## config.mk

```make
export PLATFORM = sky130hd
export DESIGN_NAME = irq_summary_agg
export DESIGN_NICKNAME = d
export VERILOG_FILES = /design/src/rtl/irqsum_pkg.sv /design/src/rtl/irqsum_cause_latch.sv /design/src/rtl/irqsum_mask_reg.sv /design/src/rtl/irqsum_host_line.sv /design/src/rtl/irq_summary_agg.sv
export SDC_FILE = /design/constraint.sdc
export NUM_CORES = 1
export LEC_CHECK = 0
export BUFFER_PORTS_ARGS = -buffer_cell sky130_fd_sc_hd__buf_2
export CAP_MARGIN = 10
export CORE_MARGIN = 8
export CORE_UTILIZATION = 41
export CTS_BUF_LIST = sky130_fd_sc_hd__clkbuf_4
export CTS_CLUSTER_SIZE = 24
export DETAILED_ROUTE_END_ITERATION = 8
export PLACE_DENSITY_LB_ADDON = 0.3
export SLEW_MARGIN = 10
export SYNTH_ARGS = -nofsm -noshare
export SYNTH_HDL_FRONTEND = slang
export SYNTH_SLANG_ARGS = --single-unit
```

## constraint.sdc

```tcl
create_clock -name clk -period 1 [get_ports clk]
set_input_delay 0.15 -clock clk [delete_from_list [all_inputs] [get_ports clk]]
set_output_delay 0.15 -clock clk [all_outputs]
set_load 0.05 [all_outputs]
```

## src/rtl/irqsum_pkg.sv

```systemverilog
package irqsum_pkg;
    localparam int IRQSUM_ADDR_SUM  = 0;
    localparam int IRQSUM_ADDR_MASK = 1;

    typedef enum int {
        GRP_RX   = 0,
        GRP_TX   = 1,
        GRP_MISC = 2
    } grp_pos_e;
endpackage

```

## src/rtl/irqsum_cause_latch.sv

```systemverilog
module irqsum_cause_latch #(
    parameter int NUM_GRP = 3
) (
    input  logic               clk,
    input  logic               rst_n,
    input  logic [NUM_GRP-1:0] grp_lvl,
    input  logic               clr,
    output logic [NUM_GRP-1:0] sum_q
);
    typedef struct packed {
        logic [NUM_GRP-1:0] sum;
    } st_t;

    st_t st_d, st_q;

    always_comb begin
        st_d = st_q;
        if (clr) st_d.sum = grp_lvl;
        else     st_d.sum = st_q.sum | grp_lvl;
    end

    always_ff @(posedge clk or negedge rst_n) begin
        if (!rst_n) st_q <= '0;
        else        st_q <= st_d;
    end

    assign sum_q = st_q.sum;

    for (genvar i = 0; i < NUM_GRP; i++) begin : g_chk
        assert_set_R2: assert property (@(posedge clk) disable iff (!rst_n)
            grp_lvl[i] |=> sum_q[i]);
        assert_hold_R3: assert property (@(posedge clk) disable iff (!rst_n)
            (sum_q[i] && !clr) |=> sum_q[i]);
        assert_clear_R4: assert property (@(posedge clk) disable iff (!rst_n)
            (clr && !grp_lvl[i]) |=> !sum_q[i]);
    end
endmodule

```

## src/rtl/irqsum_mask_reg.sv

```systemverilog
module irqsum_mask_reg #(
    parameter int NUM_GRP = 3
) (
    input  logic               clk,
    input  logic               rst_n,
    input  logic               wr_en,
    input  logic [NUM_GRP-1:0] wr_bits,
    output logic [NUM_GRP-1:0] mask_q
);
    typedef struct packed {
        logic [NUM_GRP-1:0] mask;
    } st_t;

    st_t st_d, st_q;

    always_comb begin
        st_d = st_q;
        if (wr_en) st_d.mask = wr_bits;
    end

    always_ff @(posedge clk or negedge rst_n) begin
        if (!rst_n) st_q <= '{mask: '1};
        else        st_q <= st_d;
    end

    assign mask_q = st_q.mask;

    assert_mask_load_R6: assert property (@(posedge clk) disable iff (!rst_n)
        wr_en |=> (mask_q == $past(wr_bits)));
    assert_mask_keep_R6: assert property (@(posedge clk) disable iff (!rst_n)
        !wr_en |=> $stable(mask_q));
endmodule

```

## src/rtl/irqsum_host_line.sv

```systemverilog
module irqsum_host_line #(
    parameter int NUM_GRP = 3
) (
    input  logic               clk,
    input  logic               rst_n,
    input  logic [NUM_GRP-1:0] sum,
    input  logic [NUM_GRP-1:0] mask,
    output logic               irq_q
);
    typedef struct packed {
        logic irq;
    } st_t;

    st_t st_d, st_q;

    always_comb begin
        st_d     = st_q;
        st_d.irq = |(sum & ~mask);
    end

    always_ff @(posedge clk or negedge rst_n) begin
        if (!rst_n) st_q <= '0;
        else        st_q <= st_d;
    end

    assign irq_q = st_q.irq;

    assert_all_masked_R6: assert property (@(posedge clk) disable iff (!rst_n)
        (&mask) |=> !irq_q);
    assert_idle_low_R7: assert property (@(posedge clk) disable iff (!rst_n)
        (sum == '0) |=> !irq_q);
    assert_open_raise_R8: assert property (@(posedge clk) disable iff (!rst_n)
        ((sum & ~mask) != '0) |=> irq_q);
endmodule

```

## src/rtl/irq_summary_agg.sv

```systemverilog
module irq_summary_agg
    import irqsum_pkg::*;
#(
    parameter int NUM_GRP = 3,
    parameter int DATA_W  = 32,
    parameter int ADDR_W  = 2
) (
    input  logic               clk,
    input  logic               rst_n,
    input  logic [NUM_GRP-1:0] grp_lvl,
    input  logic               reg_wr,
    input  logic               reg_rd,
    input  logic [ADDR_W-1:0]  reg_addr,
    input  logic [NUM_GRP-1:0] reg_wdata,
    output logic [DATA_W-1:0]  reg_rdata,
    output logic               host_irq
);
    localparam int PAD_W = DATA_W - NUM_GRP;

    typedef struct packed {
        logic [DATA_W-1:0] rdata;
    } st_t;

    st_t st_d, st_q;

    logic               hit_sum, hit_mask;
    logic [NUM_GRP-1:0] sum_q, mask_q;

    assign hit_sum  = (reg_addr == ADDR_W'(IRQSUM_ADDR_SUM));
    assign hit_mask = (reg_addr == ADDR_W'(IRQSUM_ADDR_MASK));

    irqsum_cause_latch #(.NUM_GRP(NUM_GRP)) u_latch (
        .clk     (clk),
        .rst_n   (rst_n),
        .grp_lvl (grp_lvl),
        .clr     (reg_rd && hit_sum),
        .sum_q   (sum_q)
    );

    irqsum_mask_reg #(.NUM_GRP(NUM_GRP)) u_mask (
        .clk     (clk),
        .rst_n   (rst_n),
        .wr_en   (reg_wr && hit_mask),
        .wr_bits (reg_wdata),
        .mask_q  (mask_q)
    );

    irqsum_host_line #(.NUM_GRP(NUM_GRP)) u_line (
        .clk   (clk),
        .rst_n (rst_n),
        .sum   (sum_q),
        .mask  (mask_q),
        .irq_q (host_irq)
    );

    always_comb begin
        st_d.rdata = '0;
        if (reg_rd) begin
            if (hit_sum)       st_d.rdata = {{PAD_W{1'b0}}, sum_q};
            else if (hit_mask) st_d.rdata = {{PAD_W{1'b0}}, mask_q};
        end
    end

    always_ff @(posedge clk or negedge rst_n) begin
        if (!rst_n) st_q <= '0;
        else        st_q <= st_d;
    end

    assign reg_rdata = st_q.rdata;

    assert_upper_zero_R9: assert property (@(posedge clk) disable iff (!rst_n)
        reg_rdata[DATA_W-1:NUM_GRP] == '0);
    assert_mask_read_keeps_R10: assert property (@(posedge clk) disable iff (!rst_n)
        (reg_rd && hit_mask && grp_lvl == '0) |=> $stable(sum_q));
endmodule

```

# Word-level counts from Yosys, hierarchy flattened
# Index checks and enable logic that the tools add are counted.
[op_classes]
addsub = 0
multipliers = 0
div_mod_pow = 0
magnitude_cmp = 0
n_eq_ne = 1
shift = 0
n_mux = 4
n_bitwise = 3
n_reduce_logical = 4
[op_table]
columns = ["op", "n"]
rows = [
  ["$mux W32", 1],
  ["$mux W3", 3],
  ["$and A3 B3 Y3", 1],
  ["$not A3 Y3", 1],
  ["$or A3 B3 Y3", 1],
  ["$reduce_or A3 Y1", 1],
  ["$eq A2 B1 Y1 const B", 1],
  ["$logic_and A1 B1 Y1", 2],
  ["$logic_not A2 Y1", 1],
]
[totals]
regBits = 39
latchBits = 0
ramBits = 0
rom_bits = 0
elab_cells = 16
mem_count = 0

# Longest topological paths before layout
# Gate-level depths: netlist (run 1).
[logic_depth]
depth_word = 4
ltp_mapped = 3
ltp_nobuf = 2

# Modules after synthesis
# Synthesis (run 1) repeated with hierarchy kept, for this count alone.
[unflattened]
hier_cells = 62
area_unflattened_um2 = 634.4
[by_module_without_submodules]
columns = ["mod", "instances", "cells_per_inst", "area_per_inst_um2"]
rows = [
  ["irq_summary_agg", 1, 44, 366.6],
  ["irqsum_mask_reg", 1, 6, 112.6],
  ["irqsum_cause_latch", 1, 7, 101.3],
  ["irqsum_host_line", 1, 5, 53.8],
]

# Worst setup path after synthesis (run 1)
# OpenSTA, ideal clock, no wires.
[synth_timing]
path_type = "input to register"
from = "input port reg_addr[0]"
to = "register u_latch.st_q, in the netlist u_latch.sum_q[0]"
setup_time_ns = 0.118
arrival_ns = 0.799
setup_slack_ns = 0.083
cell_stages = 3
n_path_buf = 1
cell_sequence = "buf_6 -> or3b_4 -> a21o_1"
[synth_lines]
columns = ["item", "line_no", "rtl"]
rows = [
  ["start, declared", "irq_summary_agg.sv:13", "input logic [ADDR_W-1:0] reg_addr,"],
  ["end signal, assigned", "irqsum_cause_latch.sv:24", "else st_q <= st_d;"],
  ["end, declared", "irqsum_cause_latch.sv:14", "st_t st_d, st_q;"],
]

# Worst setup path after layout (run 1)
[layout_timing]
from = "register st_q, in the netlist reg_rdata[1]"
to = "output port reg_rdata[1]"
[layout_lines]
columns = ["item", "line_no", "rtl"]
rows = [
  ["start, declared", "irq_summary_agg.sv:24", "st_t st_d, st_q;"],
  ["start signal, assigned", "irq_summary_agg.sv:66", "else st_q <= st_d;"],
  ["end, declared", "irq_summary_agg.sv:15", "output logic [DATA_W-1:0] reg_rdata,"],
]
# No word-level cell between the ends.

==> flow_metrics.tcl, run 1 <==
set metrics [dict create \
    timing.setup.critical_path_class "flop to output port" \
    overflow 0 \
    layout-drive-gt1-share_pct 32.9 \
    finalCriticalPeriod_ns 0.977 \
    p_leak_uw 0.000366 \
    num_rows 14 \
    cts-root-buf "sky130_fd_sc_hd__clkbuf_4" \
    fin_ws_ns 0.0229 \
    cell_variety_after_synth 14 \
    internal_uw 693 \
    drt_iter0_drc 1 \
    synth.avg_cell_area_um2 10.5 \
    yosysSeqAreaShare_pct 40.2 \
    antenna_cells_inserted 0 \
    grt_max_degree 11 \
    die_w_um 55.3 \
    utilization_of_the_core_after_routing_pct 44.6 \
    area_growth_pct 3.96 \
    power.share.clock_pct 23.7 \
    clock_transition_at_the_register_clock_pins_on_the_worst_setup_and_hold_paths_after_cts_ns 0.07 \
    final-max-slew-violation-count 0 \
    clk-insertion-delay-late_ns 0.26 \
    critical_path.n_buffers_inverters 1 \
    worst_hold_startpoint "grp_lvl[2]" \
    worstPathCellList "clkbuf_4" \
    design.die.area_um2 3050 \
    antenna_found_initial 0 \
    numPortBuffers 15 \
    power.share.switching_pct 42.3 \
    fillerInstances 153 \
    yosys_register_bits 10 \
    placeableCoreArea_um2 1470 \
    destination_of_the_worst_register_to_register_timing_path "u_line.irq_q$_DFF_PN0_" \
    drt_drc_violations_left 0 \
    crit_path_max_fanout 1 \
    r2r.worst_path.cells 2 \
    dpl.hpwl_um 1020 \
    dp_slack_ns 0.0396 \
    peak_vdd_ir_mv 0.750 \
    floorplan.initialDensity_pct 42.9 \
    cts.path.max_buffers 2 \
    mappedNetlistArea_um2 632 \
    worst_path_largest_cell_delay_ns 0.36 \
    sw_pwr_uw 508 \
    min_path_type "input port to flop" \
    avgViaCountPerCell 3.79 \
    place.gp.congestion 0.702 \
    post-route-period-util_pct 97.7 \
    dpl.cell_count 90 \
    regToRegSetupSlack_ns 0.15 \
    cp-start-kind "flop" \
    layout.cells.non_filler 95 \
    timing.critical_path.to_type "output port" \
    cts.repair_timing.setup_buffer_count 0 \
    min_delay_path_depth 2 \
    power-per-cell-area_nw_per_um2 1830 \
    worstPathArrival_ns 0.83 \
    reg2reg_from "u_mask.mask_q[1]$_DFFE_PN1P_" \
    cts_made_buffers 3 \
    fin_skew_ns 0.000473 \
    grt_pass1_vias 431 \
    globalRouteTotalUtil_pct 7.56 \
    grt_pass1_wl_um 1910 \
    hold_viol 0 \
    critical_path_required_ns 0.85 \
    status "completed" \
    floorplan.io_pins 45 \
    max_cap_viols 0 \
    clock.fmax_mhz 1020 \
    detail-route-antenna-nets 0 \
    critPathTopFamily "flip-flops" \
    post_drt_wl_per_cell_um 12.1 \
    drtPass1Iterations 2 \
    final_nets 92 \
    finalSetupViolations 0 \
    cts.sink_count 10 \
    wirelength_um 1150 \
    mapped_cells 60 \
    min_delay_endpoint "u_latch.sum_q[2]$_DFF_PN0_" \
    power.share.combinational_pct 35.4 \
    cts.htree.levels 1 \
    crit_path_top_delay_cell "sky130_fd_sc_hd__dfrtp_1" \
    cts_tree "built" \
    synth-warning-count 0 \
    num_vias 360 \
    die_y_um 55.3 \
    power.sequential.fraction_pct 40.9 \
]
-- registers in the layout, indices dropped and copies added (netlist names) --
signal	count
reg_rdata	3
u_latch.sum_q	3
u_mask.mask_q	3
u_line.irq_q	1
-- metal layers --
layer	vias up	routed length, um	track usage [%]
met5	-	0	0
met4	0	0	3.17
met3	0	97	4.57
met2	22	651	13.5
met1	167	404	6.63
li1	171	-	-
-- cell families after synthesis --
family,share of synthesized area [%]
AOI/OAI and AO/OA,4.95
and+or+nand+nor,6.73
muxes,10.1
other,0.593
buffers and inverters,37.4
DFF,40.2
-- worst max-delay path by stage --
stage | from | end | slack, ns | depth (start not counted)
floorplan | reg_addr[0] | u_latch.sum_q[0]$_DFF_PN0_ | 0.08 | 3
global placement | reg_addr[1] | u_latch.sum_q[0]$_DFF_PN0_ | 0.04 | 3
detailed placement | reg_addr[1] | u_latch.sum_q[2]$_DFF_PN0_ | 0.04 | 3
CTS | reg_rdata[1]$_DFF_PN0_ | reg_rdata[1] | 0.001 | 1
global route | reg_rdata[1]$_DFF_PN0_ | reg_rdata[1] | -0.004 | 1
finish | reg_rdata[1]$_DFF_PN0_ | reg_rdata[1] | 0.02 | 1
-- cells in the mapped netlist --
cell type | instances | share of area, %
sky130_fd_sc_hd__dfstp_2 | 3 | 12
sky130_fd_sc_hd__dfrtp_1 | 7 | 28
sky130_fd_sc_hd__or3b_4 | 1 | 1.8
sky130_fd_sc_hd__conb_1 | 1 | 0.59
sky130_fd_sc_hd__mux2i_1 | 3 | 4.8
sky130_fd_sc_hd__nor2_1 | 3 | 1.8
sky130_fd_sc_hd__nand2b_1 | 2 | 2.0
sky130_fd_sc_hd__inv_1 | 2 | 1.2
sky130_fd_sc_hd__a21o_1 | 3 | 3.6
sky130_fd_sc_hd__o221ai_1 | 1 | 1.4
sky130_fd_sc_hd__mux2_2 | 3 | 5.3
sky130_fd_sc_hd__nand3b_1 | 1 | 1.2
sky130_fd_sc_hd__buf_4 | 29 | 34
sky130_fd_sc_hd__buf_6 | 1 | 1.8
-- what timing repair did --
action | in CTS | in global routing
resized for setup | 1 | 4
endpoints found under the hold margin | 10 | 0
hold buffers | 1 | 0
endpoints found under the setup margin | 1 | 3
-- placed cells by master (no fill, tap or decap), drive strengths merged --
cell         synthesis  layout
a21o                 3       3
inv                  2       2
conb                 1      29
clkinv               0       1
dfstp                3       3
mux2                 3       3
mux2i                3       3
dfrtp                7       7
buf                 30      14
or3b                 1       1
nand3b               1       1
o221ai               1       1
nor2                 3       3
nand2b               2       2
clkbuf               0       5
dlygate4sd3          0       1
-- layout make-up --
| class | instances | area [um^2] | share of cell area [%] |
|---|---|---|---|
| clock inverters | 1 | 3.75 | 0.571 |
| inverters | 2 | 7.51 | 1.14 |
| multi-input cells | 46 | 246 | 37.5 |
| flip-flops and latches | 10 | 254 | 38.7 |
| repair buffers | 17 | 103 | 15.6 |
| well taps | 16 | 20.0 | 3.05 |
| clock buffers | 3 | 22.5 | 3.43 |
-- per-stage QoR --
step	setup TNS (ns)	total power (uW)	cell area [um^2]	hold WS [ns]
global placement	0	905	611	0.0158
CTS	0	1210	649	0.0645
finish	0	1200	657	0.0713
global route	-0.00384	1270	657	0.0682
detailed placement	0	911	611	0.0222
floorplan	0	938	737	-0.146
-- power by group through the flow --
stage	logic (uW)	registers (uW)	clock network (uW)
final	425	491	285
after global routing	448	497	322
after CTS	420	491	300
after detailed placement	413	498	0
after global placement	408	497	0
after floorplan	393	545	0
Power figures use the tool's default switching activity.
==> run 2: changes to the inputs <==
--- a/config.mk
+++ b/config.mk
@@ -10,9 +10,9 @@
 export CORE_MARGIN = 8
 export CORE_UTILIZATION = 41
 export CTS_BUF_LIST = sky130_fd_sc_hd__clkbuf_4
-export CTS_CLUSTER_SIZE = 24
 export DETAILED_ROUTE_END_ITERATION = 8
 export PLACE_DENSITY_LB_ADDON = 0.3
+export SETUP_SLACK_MARGIN = 0.1
 export SLEW_MARGIN = 10
 export SYNTH_ARGS = -nofsm -noshare
 export SYNTH_HDL_FRONTEND = slang
==> flow_metrics.tcl, run 2 (synthesis results as in run 1) <==
set metrics [dict create \
    numPortBuffers 15 \
    placeableCoreArea_um2 1470 \
    fin_tns_setup_ns 0 \
    worst_path_largest_cell_delay_ns 0.37 \
    crit_path_max_fanout 1 \
    clk-insertion-delay-late_ns 0.26 \
    cts_tree "built" \
    grt_pass1_wl_um 1960 \
    mostFrequentLayoutCell "sky130_fd_sc_hd__conb_1" \
    timing.setup.critical_path_class "flop to output port" \
    critical_path_required_ns 0.85 \
    dpl.cell_count 90 \
    p_leak_uw 0.000372 \
    antenna_found_initial 0 \
    cts-root-buf "sky130_fd_sc_hd__clkbuf_4" \
    antenna_cells_inserted 0 \
    crit_path_top_delay_cell "sky130_fd_sc_hd__dfrtp_1" \
    worstPathCellList "buf_6" \
    fillerInstances 150 \
    place.gp.congestion 0.698 \
    clock_transition_at_the_register_clock_pins_on_the_worst_setup_and_hold_paths_after_cts_ns 0.06 \
    layout.cells.non_filler 95 \
    grt_max_degree 11 \
    max_cap_viols 0 \
    post-route-period-util_pct 93.7 \
    drtPass1Iterations 2 \
    power-per-cell-area_nw_per_um2 1790 \
    status "completed" \
    finalSetupViolations 0 \
    globalRouteTotalUtil_pct 7.76 \
    drt_drc_violations_left 0 \
    timing.critical_path.to_type "output port" \
    critical_path.n_buffers_inverters 1 \
    cts.htree.levels 1 \
    fin_skew_ns 0.00105 \
    utilization_of_the_core_after_routing_pct 46.1 \
    avgViaCountPerCell 3.92 \
    critPathTopFamily "flip-flops" \
    num_rows 14 \
    worstPathArrival_ns 0.79 \
    floorplan.initialDensity_pct 42.9 \
    layout-drive-gt1-share_pct 34.2 \
    cts.sink_count 10 \
    overflow 0 \
    post_drt_wl_per_cell_um 12.0 \
    num_vias 372 \
    cts_made_buffers 3 \
    finalCriticalPeriod_ns 0.937 \
    setup_repair_after_global_routing_missed_its_margin "yes" \
    design.die.area_um2 3050 \
    grt_pass1_vias 416 \
    peak_vdd_ir_mv 0.535 \
    floorplan.io_pins 45 \
    final-max-slew-violation-count 0 \
    detail-route-antenna-nets 0 \
    die_y_um 55.3 \
    min_path_type "input port to flop" \
    die_w_um 55.3 \
    cts.path.max_buffers 2 \
    clock.fmax_mhz 1070 \
    hold_viol 0 \
    cp-start-kind "flop" \
    wirelength_um 1140 \
    area_growth_pct 7.33 \
    drt_iter0_drc 1 \
    dpl.hpwl_um 1010 \
    final_nets 92 \
    layout_common_cells "29 x sky130_fd_sc_hd__conb_1, 11 x sky130_fd_sc_hd__buf_2, 7 x sky130_fd_sc_hd__dfrtp_1" \
]
run 2: cell count changes in the layout (fill, tap and decap cells not counted), sizes merged:
cell,before,now
buf,14,16
clkbuf,5,3
run 2: layer usage:
layer / track usage [%] / share of wire (%)
met1: 7.74 / 40
met2: 12.7 / 51
met3: 4.11 / 8.8
met4: 4.23 / 0
met5: 0 / 0
run 2: worst reg2reg max path: stages, from the launching register on:
cell                       delay (ns)
sky130_fd_sc_hd__dfstp_2         0.54
sky130_fd_sc_hd__nand2b_1        0.11
sky130_fd_sc_hd__o221ai_2        0.08
run 2: layout make-up:
class | count | area, um^2 | share of cell area [%]
Clock buffer | 3 | 22.5 | 3.32
Clock inverter | 1 | 3.75 | 0.554
Inverter | 2 | 7.51 | 1.11
Multi-Input combinational cell | 46 | 253 | 37.3
Sequential cell | 10 | 254 | 37.5
Tap cell | 16 | 20.0 | 2.95
Timing Repair Buffer | 17 | 118 | 17.3
run 2: final timing paths:
kind | endpoint | slack (ns) | cells after the start | startpoint
max | reg_rdata[1] | 0.06 | 1 | reg_rdata[1]$_DFF_PN0_
min | u_latch.sum_q[2]$_DFF_PN0_ | 0.07 | 2 | grp_lvl[2]
max reg2reg | u_line.irq_q$_DFF_PN0_ | 0.15 | 2 | u_mask.mask_q[1]$_DFFE_PN1P_
min reg2reg | u_latch.sum_q[2]$_DFF_PN0_ | 0.51 | 1 | u_latch.sum_q[2]$_DFF_PN0_
max in group asynchronous | u_mask.mask_q[2]$_DFFE_PN1P_ | 0.48 | 2 | rst_n
min in group asynchronous | reg_rdata[1]$_DFF_PN0_ | 0.27 | 2 | rst_n
run 2: where the power goes:
group / internal, uW / leakage (uW) / switching, uW
Clock: 144 / 0.0000154 / 133
Combinational: 96.1 / 0.000247 / 344
Sequential: 466 / 0.000109 / 31.0
run 2: repair_timing:
action                                  in CTS  in global routing
endpoints found under the setup margin       4                  5
setup buffers                                0                  0
resized for setup                            8                  1
endpoints found under the hold margin       10                  0
hold buffers                                 1                  0
run 2: metrics by stage:
stage	hold slack [ns]	power (uW)	instance area [um^2]	setup WS (ns)
6_report	0.0656	1210	678	0.0631
2_1_floorplan	-0.146	938	737	0.0832
3_3_place_gp	0.0171	905	611	0.0421
3_5_place_dp	0.0217	911	611	0.0355
4_1_cts	0.0552	1230	672	0.0407
5_1_grt	0.0505	1280	678	0.0306
